--- config.mk ---
export PLATFORM = sky130hd
export DESIGN_NAME = vram_rect_copy
export DESIGN_NICKNAME = d
export VERILOG_FILES = /design/src/rtl/vram_rect_copy.sv
export SDC_FILE = /design/constraint.sdc
export NUM_CORES = 2
export LEC_CHECK = 0
export BUFFER_PORTS_ARGS = -buffer_cell sky130_fd_sc_hd__clkbuf_2
export CAP_MARGIN = 20
export CORE_MARGIN = 2
export CORE_UTILIZATION = 45
export DETAILED_ROUTE_END_ITERATION = 10
export GPL_ROUTABILITY_DRIVEN = 0
export SYNTH_ARGS = -nofsm -noshare
export SYNTH_HDL_FRONTEND = slang
export SYNTH_SLANG_ARGS = --single-unit
--- constraint.sdc ---
create_clock -name clk -period 16.5 [get_ports clk]
set_input_delay 3.3 -clock clk [delete_from_list [all_inputs] [get_ports clk]]
set_output_delay 3.3 -clock clk [all_outputs]
set_load 0.02 [all_outputs]
--- src/rtl/vram_rect_copy.sv ---
module vram_rect_copy #(
  parameter int XW    = 10,
  parameter int YW    = 9,
  parameter int PW    = 16,
  parameter int CHUNK = 128
) (
  input  logic              clk,
  input  logic              rst_n,
  input  logic              cmd_valid,
  input  logic [31:0]       cmd_data,
  output logic              cmd_ready,
  input  logic              set_mask,
  output logic              busy,
  output logic              mem_re,
  output logic              mem_we,
  output logic [XW+YW-1:0]  mem_addr,
  output logic [PW-1:0]     mem_wdata,
  input  logic [PW-1:0]     mem_rdata,
  output logic              done,
  output logic [XW-1:0]     done_x,
  output logic [YW-1:0]     done_y,
  output logic [XW:0]       done_w,
  output logic [YW:0]       done_h
);
  localparam int CW = $clog2(CHUNK);

  typedef enum logic [1:0] {S_IDLE, S_RD, S_GAP, S_WR} st_t;
  st_t st;

  logic [1:0]    wcnt;
  logic [XW-1:0] sx, dx;
  logic [YW-1:0] sy, dy;
  logic [XW:0]   w_q, col;
  logic [YW:0]   h_q, row;
  logic          mask_q;
  logic [CW-1:0] idx, rd_idx;
  logic          rd_vld;
  logic [PW-1:0] lbuf [CHUNK];

  logic [XW:0]   rem, chunk_len;
  logic          last_idx, take;
  logic [XW-1:0] wm1;
  logic [YW-1:0] hm1;
  logic [XW-1:0] rcol, wcol;
  logic [YW-1:0] rrow, wrow;

  assign cmd_ready = (st == S_IDLE);
  assign busy      = (st != S_IDLE);
  assign take      = cmd_valid && cmd_ready;
  assign rem       = w_q - col;
  assign chunk_len = (rem > (XW+1)'(CHUNK)) ? (XW+1)'(CHUNK) : rem;
  assign last_idx  = ((XW+1)'(idx) == chunk_len - 1'b1);
  assign wm1       = cmd_data[XW-1:0] - 1'b1;
  assign hm1       = cmd_data[16 +: YW] - 1'b1;
  assign rcol      = sx + col[XW-1:0] + XW'(idx);
  assign wcol      = dx + col[XW-1:0] + XW'(idx);
  assign rrow      = sy + row[YW-1:0];
  assign wrow      = dy + row[YW-1:0];
  assign mem_re    = (st == S_RD);
  assign mem_we    = (st == S_WR);
  assign mem_addr  = mem_we ? {wrow, wcol} : {rrow, rcol};
  assign mem_wdata = {lbuf[idx][PW-1] | mask_q, lbuf[idx][PW-2:0]};
  assign done_x    = dx;
  assign done_y    = dy;
  assign done_w    = w_q;
  assign done_h    = h_q;

  always_ff @(posedge clk or negedge rst_n) begin
    if (!rst_n) begin
      st     <= S_IDLE;
      wcnt   <= '0;
      sx     <= '0;
      sy     <= '0;
      dx     <= '0;
      dy     <= '0;
      w_q    <= '0;
      h_q    <= '0;
      mask_q <= 1'b0;
      row    <= '0;
      col    <= '0;
      idx    <= '0;
      done   <= 1'b0;
      rd_vld <= 1'b0;
      rd_idx <= '0;
    end else begin
      done   <= 1'b0;
      rd_vld <= (st == S_RD);
      rd_idx <= idx;
      case (st)
        S_IDLE: if (take) begin
          case (wcnt)
            2'd0: if (cmd_data[31:29] == 3'b100) wcnt <= 2'd1;
            2'd1: begin
              sx   <= cmd_data[XW-1:0];
              sy   <= cmd_data[16 +: YW];
              wcnt <= 2'd2;
            end
            2'd2: begin
              dx   <= cmd_data[XW-1:0];
              dy   <= cmd_data[16 +: YW];
              wcnt <= 2'd3;
            end
            default: begin
              wcnt   <= 2'd0;
              w_q    <= {1'b0, wm1} + 1'b1;
              h_q    <= {1'b0, hm1} + 1'b1;
              mask_q <= set_mask;
              row    <= '0;
              col    <= '0;
              idx    <= '0;
              if (sx == dx && sy == dy && !set_mask) done <= 1'b1;
              else st <= S_RD;
            end
          endcase
        end
        S_RD: begin
          if (last_idx) begin
            idx <= '0;
            st  <= S_GAP;
          end else idx <= idx + 1'b1;
        end
        S_GAP: st <= S_WR;
        S_WR: begin
          if (last_idx) begin
            idx <= '0;
            if (col + chunk_len >= w_q) begin
              col <= '0;
              if (row == h_q - 1'b1) begin
                st   <= S_IDLE;
                done <= 1'b1;
              end else begin
                row <= row + 1'b1;
                st  <= S_RD;
              end
            end else begin
              col <= col + chunk_len;
              st  <= S_RD;
            end
          end else idx <= idx + 1'b1;
        end
        default: st <= S_IDLE;
      endcase
    end
  end

  always_ff @(posedge clk) begin
    if (rd_vld) lbuf[rd_idx] <= mem_rdata;
  end

  p_idle_quiet_r8: assert property (@(posedge clk) disable iff (!rst_n)
    !busy |-> (!mem_re && !mem_we));
  p_no_accept_busy_r8: assert property (@(posedge clk) disable iff (!rst_n)
    busy |-> !cmd_ready);
  p_done_ends_busy_r9: assert property (@(posedge clk) disable iff (!rst_n)
    $fell(busy) |-> done);
  p_done_pulse_r9: assert property (@(posedge clk) disable iff (!rst_n)
    done |=> !done);
  p_gap_before_write_r4: assert property (@(posedge clk) disable iff (!rst_n)
    $rose(mem_we) |-> !mem_re);
  p_mask_forced_r6: assert property (@(posedge clk) disable iff (!rst_n)
    (mem_we && mask_q) |-> mem_wdata[PW-1]);
endmodule

# After elaboration in Yosys (flattened, before gate mapping)
# Memory sizes are Yosys's and may differ from the RTL's.
# Index checks and enable logic that the tools add are counted.
dict set report totals {
  ff_bits 101
  ram_bits 2048
  wordCells 109
  input_bits 52
  mem_count 1
}
# name depth width read_ports rd_clocked_by_memory_dff wr line
set mem_list {}
lappend mem_list {lbuf 128 16 1 0 1 38} ;# logic [PW-1:0] lbuf [CHUNK];
dict set report classes {
  addsub 16
  muxes 36
  n_lt_le_gt_ge 2
  bitwise_logic 2
  reduce_logical 19
  n_eq_ne 18
}
# cell count
set ops {}
lappend ops {{11-bit 2-to-1 mux} 5}
lappend ops {{10-bit 2-to-1 mux} 5}
lappend ops {{11-bit case mux with 2 select lines} 1}
lappend ops {{7-bit 2-to-1 mux} 3}
lappend ops {{10-bit adder} 2}
lappend ops {{10-bit by 7-bit adder with 10-bit output} 2}
lappend ops {{10-bit equality test} 2}
lappend ops {{10-bit case mux with 2 select lines} 1}
lappend ops {{10-bit by 1-bit subtractor with 10-bit output (second input constant)} 2}
lappend ops {{19-bit 2-to-1 mux} 1}
lappend ops {{9-bit adder} 2}
lappend ops {{3-bit AND reduction} 5}
lappend ops {{2-bit 2-to-1 mux} 7}
lappend ops {{7-bit case mux with 2 select lines} 1}
lappend ops {{10-bit by 1-bit adder with 11-bit output (second input constant)} 1}
lappend ops {{11-bit adder} 1}
lappend ops {{7-bit by 11-bit equality test with 1-bit output} 1}
lappend ops {{11-bit greater-or-equal comparator} 1}
lappend ops {{11-bit by 8-bit greater-than comparator with 1-bit output (second input constant)} 1}
lappend ops {{11-bit by 1-bit subtractor with 11-bit output (second input constant)} 1}
lappend ops {{11-bit subtractor} 1}
lappend ops {{10-bit by 1-bit adder with 10-bit output (second input constant)} 1}
lappend ops {{9-bit by 1-bit adder with 10-bit output (second input constant)} 1}
lappend ops {{9-bit equality test} 1}
lappend ops {{22 further kinds} 44}

# Logic depth before layout (Yosys ltp)
dict set report logic_depth {
  ltp_word 8
  mapped_depth 34
  depth_no_buf 31
}

# Worst setup path before layout
# No wires, ideal clock.
dict set report synth_timing {
  path_kind {register -> output}
  start {register idx[0]}
  end {output mem_wdata[0]}
  path_buffers 4
  path_stages_with_launch 9
  arrival_time_ns 3.659
  setup_slack_ns 9.541
  path_cell_list {dfrtp_1 -> clkbuf_1 -> clkbuf_1 -> clkbuf_1 -> buf_1 -> mux4_2 -> mux4_2 -> mux4_2 -> mux2_2}
}
dict set report synth_between {
  elab_chain_len 1
}
# element line
set synth_lines {}
lappend synth_lines {{from (decl)} 36} ;# logic [CW-1:0] idx, rd_idx;
lappend synth_lines {{from (signal assigned)} 120} ;# end else idx <= idx + 1'b1;
lappend synth_lines {{from (signal assigned)} 139} ;# end else idx <= idx + 1'b1;
lappend synth_lines {{memory 128 x 16 bit} --}
lappend synth_lines {{to (decl)} 17} ;# output logic [PW-1:0] mem_wdata,
# No other way between the ends.

# Worst setup path after layout
dict set report layout_timing {
  start {register idx[0]}
  end {output mem_wdata[1]}
}
# The elaborated chain is that of the path after synthesis.

==> results by stage <==
Outcome:
- The run finished with clean final reports.

Clock network:
- The sink count of the clock tree is between 2000 and 2500.
- Clock latency on the worst-skew pair, taken at its later pin, is between 0.8 and 0.9 ns.
- The TritonCTS buffer count is between 200 and 250.
- The count of cells resized by post-cts repair is 0.
- TritonCTS built the clock tree.
- The clock transition at the registers of the reported paths is 0.06 ns.
- Counting along the longest clock path gives a buffer depth of 3.
- The H-tree depth reported by CTS is 4.
- Once the clock tree was built, the setup fixing pass inserted 0 buffers.
- The root buffer cell chosen for the clock tree is clkbuf_16.
- After clock tree synthesis, the flow added hold-fix buffers numbering 0.

Final layout:
- The final core area utilization is 51.3%.
- The finished cells cover 98500 um^2.
- The area growth from synthesis to final layout is 13.7%.
- The post-route non-filler standard cell count is roughly 7000.
- Fill cells in the final layout number 15000.
- The ratio of cells with drive above 1 in the final layout is about a third.
- The net count reported at finish is around 4500.

Timing:
- Setup violations remaining at the end of the flow were counted as 0.
- Counting I/O delays and the setup requirement, the final critical path takes 9.27 ns.
- The number of hold violations in the final report is 0.
- Setup repair after global routing left no endpoint under its margin.
- In the finished design, the share of the clock period the worst path needs comes to about 56%.
- The final number of max-transition violations is 0.
- The achievable frequency is 108 MHz.
- The slew of the pin with the lowest slew margin is 1.10 ns.
- The relative slew slack is between 20% and 30%.
- Clock skew on the completed layout was measured at 0.0276 ns.
- The final total negative setup slack is 0 ns.

Setup path:
- The worst setup path is captured at a primary output.
- The family of cells with the greatest summed delay on the critical path is multiplexers.
- The worst-path cell with the longest stage delay is dfrtp_4.
- The origin of the critical flop-to-flop path is done_w[0]$_DFFE_PN0P_.
- The register-to-register path setup slack is 9.39 ns.
- The worst register-to-register path ends at row[9]$_DFFE_PN0P_.
- The type of the worst setup path is register to primary output.
- The depth of the most critical reg-to-reg path is 31.
- Data arrives at the worst endpoint at 5.97 ns.
- STA classifies the critical path startpoint as a register.
- Counting stages on the worst path, the most repeated cell is mux4_2.
- The count of buffering cells on the critical path with inverters included is 3.
- In this design, the stage delay of the slowest critical-path cell is 0.95 ns.
- The critical path goes through buf_4 -> buf_4 -> mux4_2 -> mux4_2 -> mux4_2 -> mux2_2 -> clkbuf_2.
- Of all nets on the critical path, the largest fanout is 42.
- For the worst setup path, the data required time is 13.20 ns.

Synth:
- In this run, distinct cell masters in the synthesized netlist total just under 90.
- The cell with the most instances after synthesis is edfxtp_1.
- In the synthesized netlist the dominant register cell turns out to be edfxtp_1.
- The share of synthesized registers carrying an async set or reset is 4.70%.
- After synthesis, the largest area contributor takes up 71.0% of total cell area.
- The number of enable-type register cells in the synthesized netlist is 2048.
- Yosys attributes the largest share of cell area to edfxtp_1, mux4_2, dfrtp_1, ha_1, nor2_1.
- After synthesis the cells add up to 86600 um^2.
- The part of the Yosys area used for sequential elements is 73.9%.
- Summing the areas of all xor and xnor instances in the mapped netlist gives 1.03% of the synthesized area.
- The mean post-synth cell area is between 20 and 25 um^2.
- After synthesis, the share of cell area in mux cells is a little under a fifth.
- After synthesis, the largest family of logic cells by area is multiplexers.
- The Yosys step of the flow raised 0 warnings.
- Summing the areas of all and, or, nand and nor instances in the mapped netlist gives about 2.4% of the synthesized area.
- The fraction of the mapped netlist area in adder cells is 1.46%.
- Synthesis inferred 2149 register bits.
- The synthesized-area fraction occupied by ao, oa, aoi and oai cells is 1.62%.
- Synthesis produced 4003 cells.
- The largest total area in the synthesized netlist belongs to edfxtp_1.
- Counting instances in the post-synthesis netlist gives the leading cell types as edfxtp_1, mux4_2, nor2_1.

Floorplanning:
- The die covers 196000 um^2.
- The horizontal extent of the die is 443 um.
- In this run the standard cell core region covers 192000 um^2.
- For this configuration, the core starts out at a cell density of approximately 45%.
- Pin placement for this block handled 132 I/O pins.
- After floorplanning, the core was divided into 161 placement rows.
- Measured along the y axis, the die boundary spans between 400 and 500 um.

Flow run:
- The tool flagged a number of max-cap violations equal to 0.

Detailed routing:
- Dividing the detail-routed via count by the number of cells gives 5.89.
- After detailed routing, the average wire length per cell comes to 29.5 um.
- The remaining number of nets flagged by the antenna check after routing is 0.
- For this run, design rule violations remaining after detail routing come to 0.
- The number of search-and-repair iterations in the first detailed-routing pass is 7.
- The iteration-0 DRC count of the detailed router is 4291.
- The routed design has 207 mm of wire.
- Summing over every cut layer, the via total after detailed routing is between 40000 and 50000.

Place:
- The wire-length estimate of the detail-placed layout is 121 mm.
- The post-place instance area is about 92000 um^2.
- During placement, the flow inserted port buffers numbering 121.
- After detailed placement, the design holds a cell count of 6634.

Global routing:
- Entering global routing, the biggest net connects approximately 130 pins.
- The first global-routing pass estimated between 200 and 300 mm of wire.
- The number of antenna violations at the first check in global routing came to 20.
- Global routing finished with a remaining overflow of 0.
- The overall global routing resource usage is a little over a fifth.
- The via count of the first global-routing pass is 42200.

Power and ir drop:
- VDD sags by at most around 0.00013 V.
- For this design the ratio of total power to cell area is 154 nW/um^2.
- The cell leakage power is 0.0310 uW.

Hold path:
- The worst hold path terminates at sx[0]$_DFFE_PN0P_.
- In this run the most critical hold path is launched from sx[0]$_DFFE_PN0P_.
- The worst hold path passes through 2 cells.
- The worst min-delay path class is register to register.
-- flip-flops by register name (all words and copies together), names as in the netlist, 10 cells and up --
register and flops:
done_h 10, row 10, done_x 10, lbuf 2048, sx 10, done_w 11
col 11
-- layer usage --
| layer | GRT usage (%) | part of all wire [%] | wire length, um |
|---|---|---|---|
| met4 | 5.47 | 2.0 | 4220 |
| met2 | 34.4 | 49 | 102000 |
| met1 | 30.4 | 42 | 87500 |
| met3 | 3.45 | 6.6 | 13700 |
| met5 | 0 | 0.020 | 41 |
-- tightest hold or removal path, cell delays in order, from the launching register on --
cell and delay, ns:
dfrtp_1 0.38, nand2_1 0.06, o21ai_0 0.06
-- stage by stage --
| step | setup WS [ns] | total power, uW | hold slack [ns] |
|---|---|---|---|
| floorplan | 9.54 | 9170 | 0.378 |
| global placement | 7.90 | 10500 | 0.512 |
| detailed placement | 7.90 | 10600 | 0.519 |
| CTS | 6.95 | 15300 | 0.533 |
| global route | 6.83 | 15800 | 0.563 |
| finish | 7.23 | 15200 | 0.527 |
-- cells in the final DEF (no fill, tap or decap), types with 9 or more instances in the layout --
master     Yosys  layout
clkbuf_2       0     104
nand2_1       84      84
nand3_1       36      35
mux2_2        58      58
o21bai_1      10      10
nor2b_1       15      15
clkinv_2       0      31
a21o_1        12      12
o21ai_0       54      54
a21oi_1       55      55
clkinv_1       1      46
nor2_1       179      87
ha_1          71      70
nor2_2         2      94
nand2b_1      16      16
buf_4          3     186
xor2_1        42      42
fa_1          19      19
edfxtp_1    2048    2048
clkbuf_16      0     217
mux4_2       672     672
and3_1        13      13
nor3_1        33      24
dfrtp_1      101      96
clkbuf_1     122      55
xnor2_1       52      52
buf_8          0      11
inv_1         73      73
bufinv_16      0      20
nor3_2         0       9
nor4_1        11      11
-- how the worst max path moves through the flow --
| stage | start | end | slack, ns | depth (start not counted) |
|---|---|---|---|---|
| after global routing | idx[0]$_DFFE_PN0P_ | mem_wdata[4] | 6.83 | 7 |
| final | idx[0]$_DFFE_PN0P_ | mem_wdata[1] | 7.23 | 7 |
| after global placement | idx[0]$_DFFE_PN0P_ | mem_wdata[13] | 7.90 | 7 |
| after floorplan | idx[0]$_DFFE_PN0P_ | mem_wdata[0] | 9.54 | 8 |
| after CTS | idx[0]$_DFFE_PN0P_ | mem_wdata[13] | 6.95 | 7 |
| after detailed placement | idx[0]$_DFFE_PN0P_ | mem_wdata[13] | 7.90 | 7 |
-- cells by family after synthesis --
group	count (synthesis)
compound gates	209
xor+xnor	98
fa+ha+maj	90
buf+inv	276
flops	2149
mux	743
other cells	1
simple gates	437
-- power by group --
group	switching, uW	internal [uW]
sequential	201	6100
combinational	2270	1820
clock	2040	2730
total	4510	10600
-- final cells by class --
| type | count | area [um^2] | share of cell area (%) |
|---|---|---|---|
| sequential | 2149 | 64000 | 65.0 |
| tap | 2526 | 3160 | 3.21 |
| antenna | 7 | 17.5 | 0.0178 |
| timing repair buffer | 309 | 2260 | 2.30 |
| clock inverter | 117 | 1220 | 1.24 |
| multi-input combinational | 1579 | 21800 | 22.2 |
| clock buffer | 272 | 5640 | 5.72 |
| inverter | 75 | 282 | 0.286 |
(Power assumes the default switching activity.)
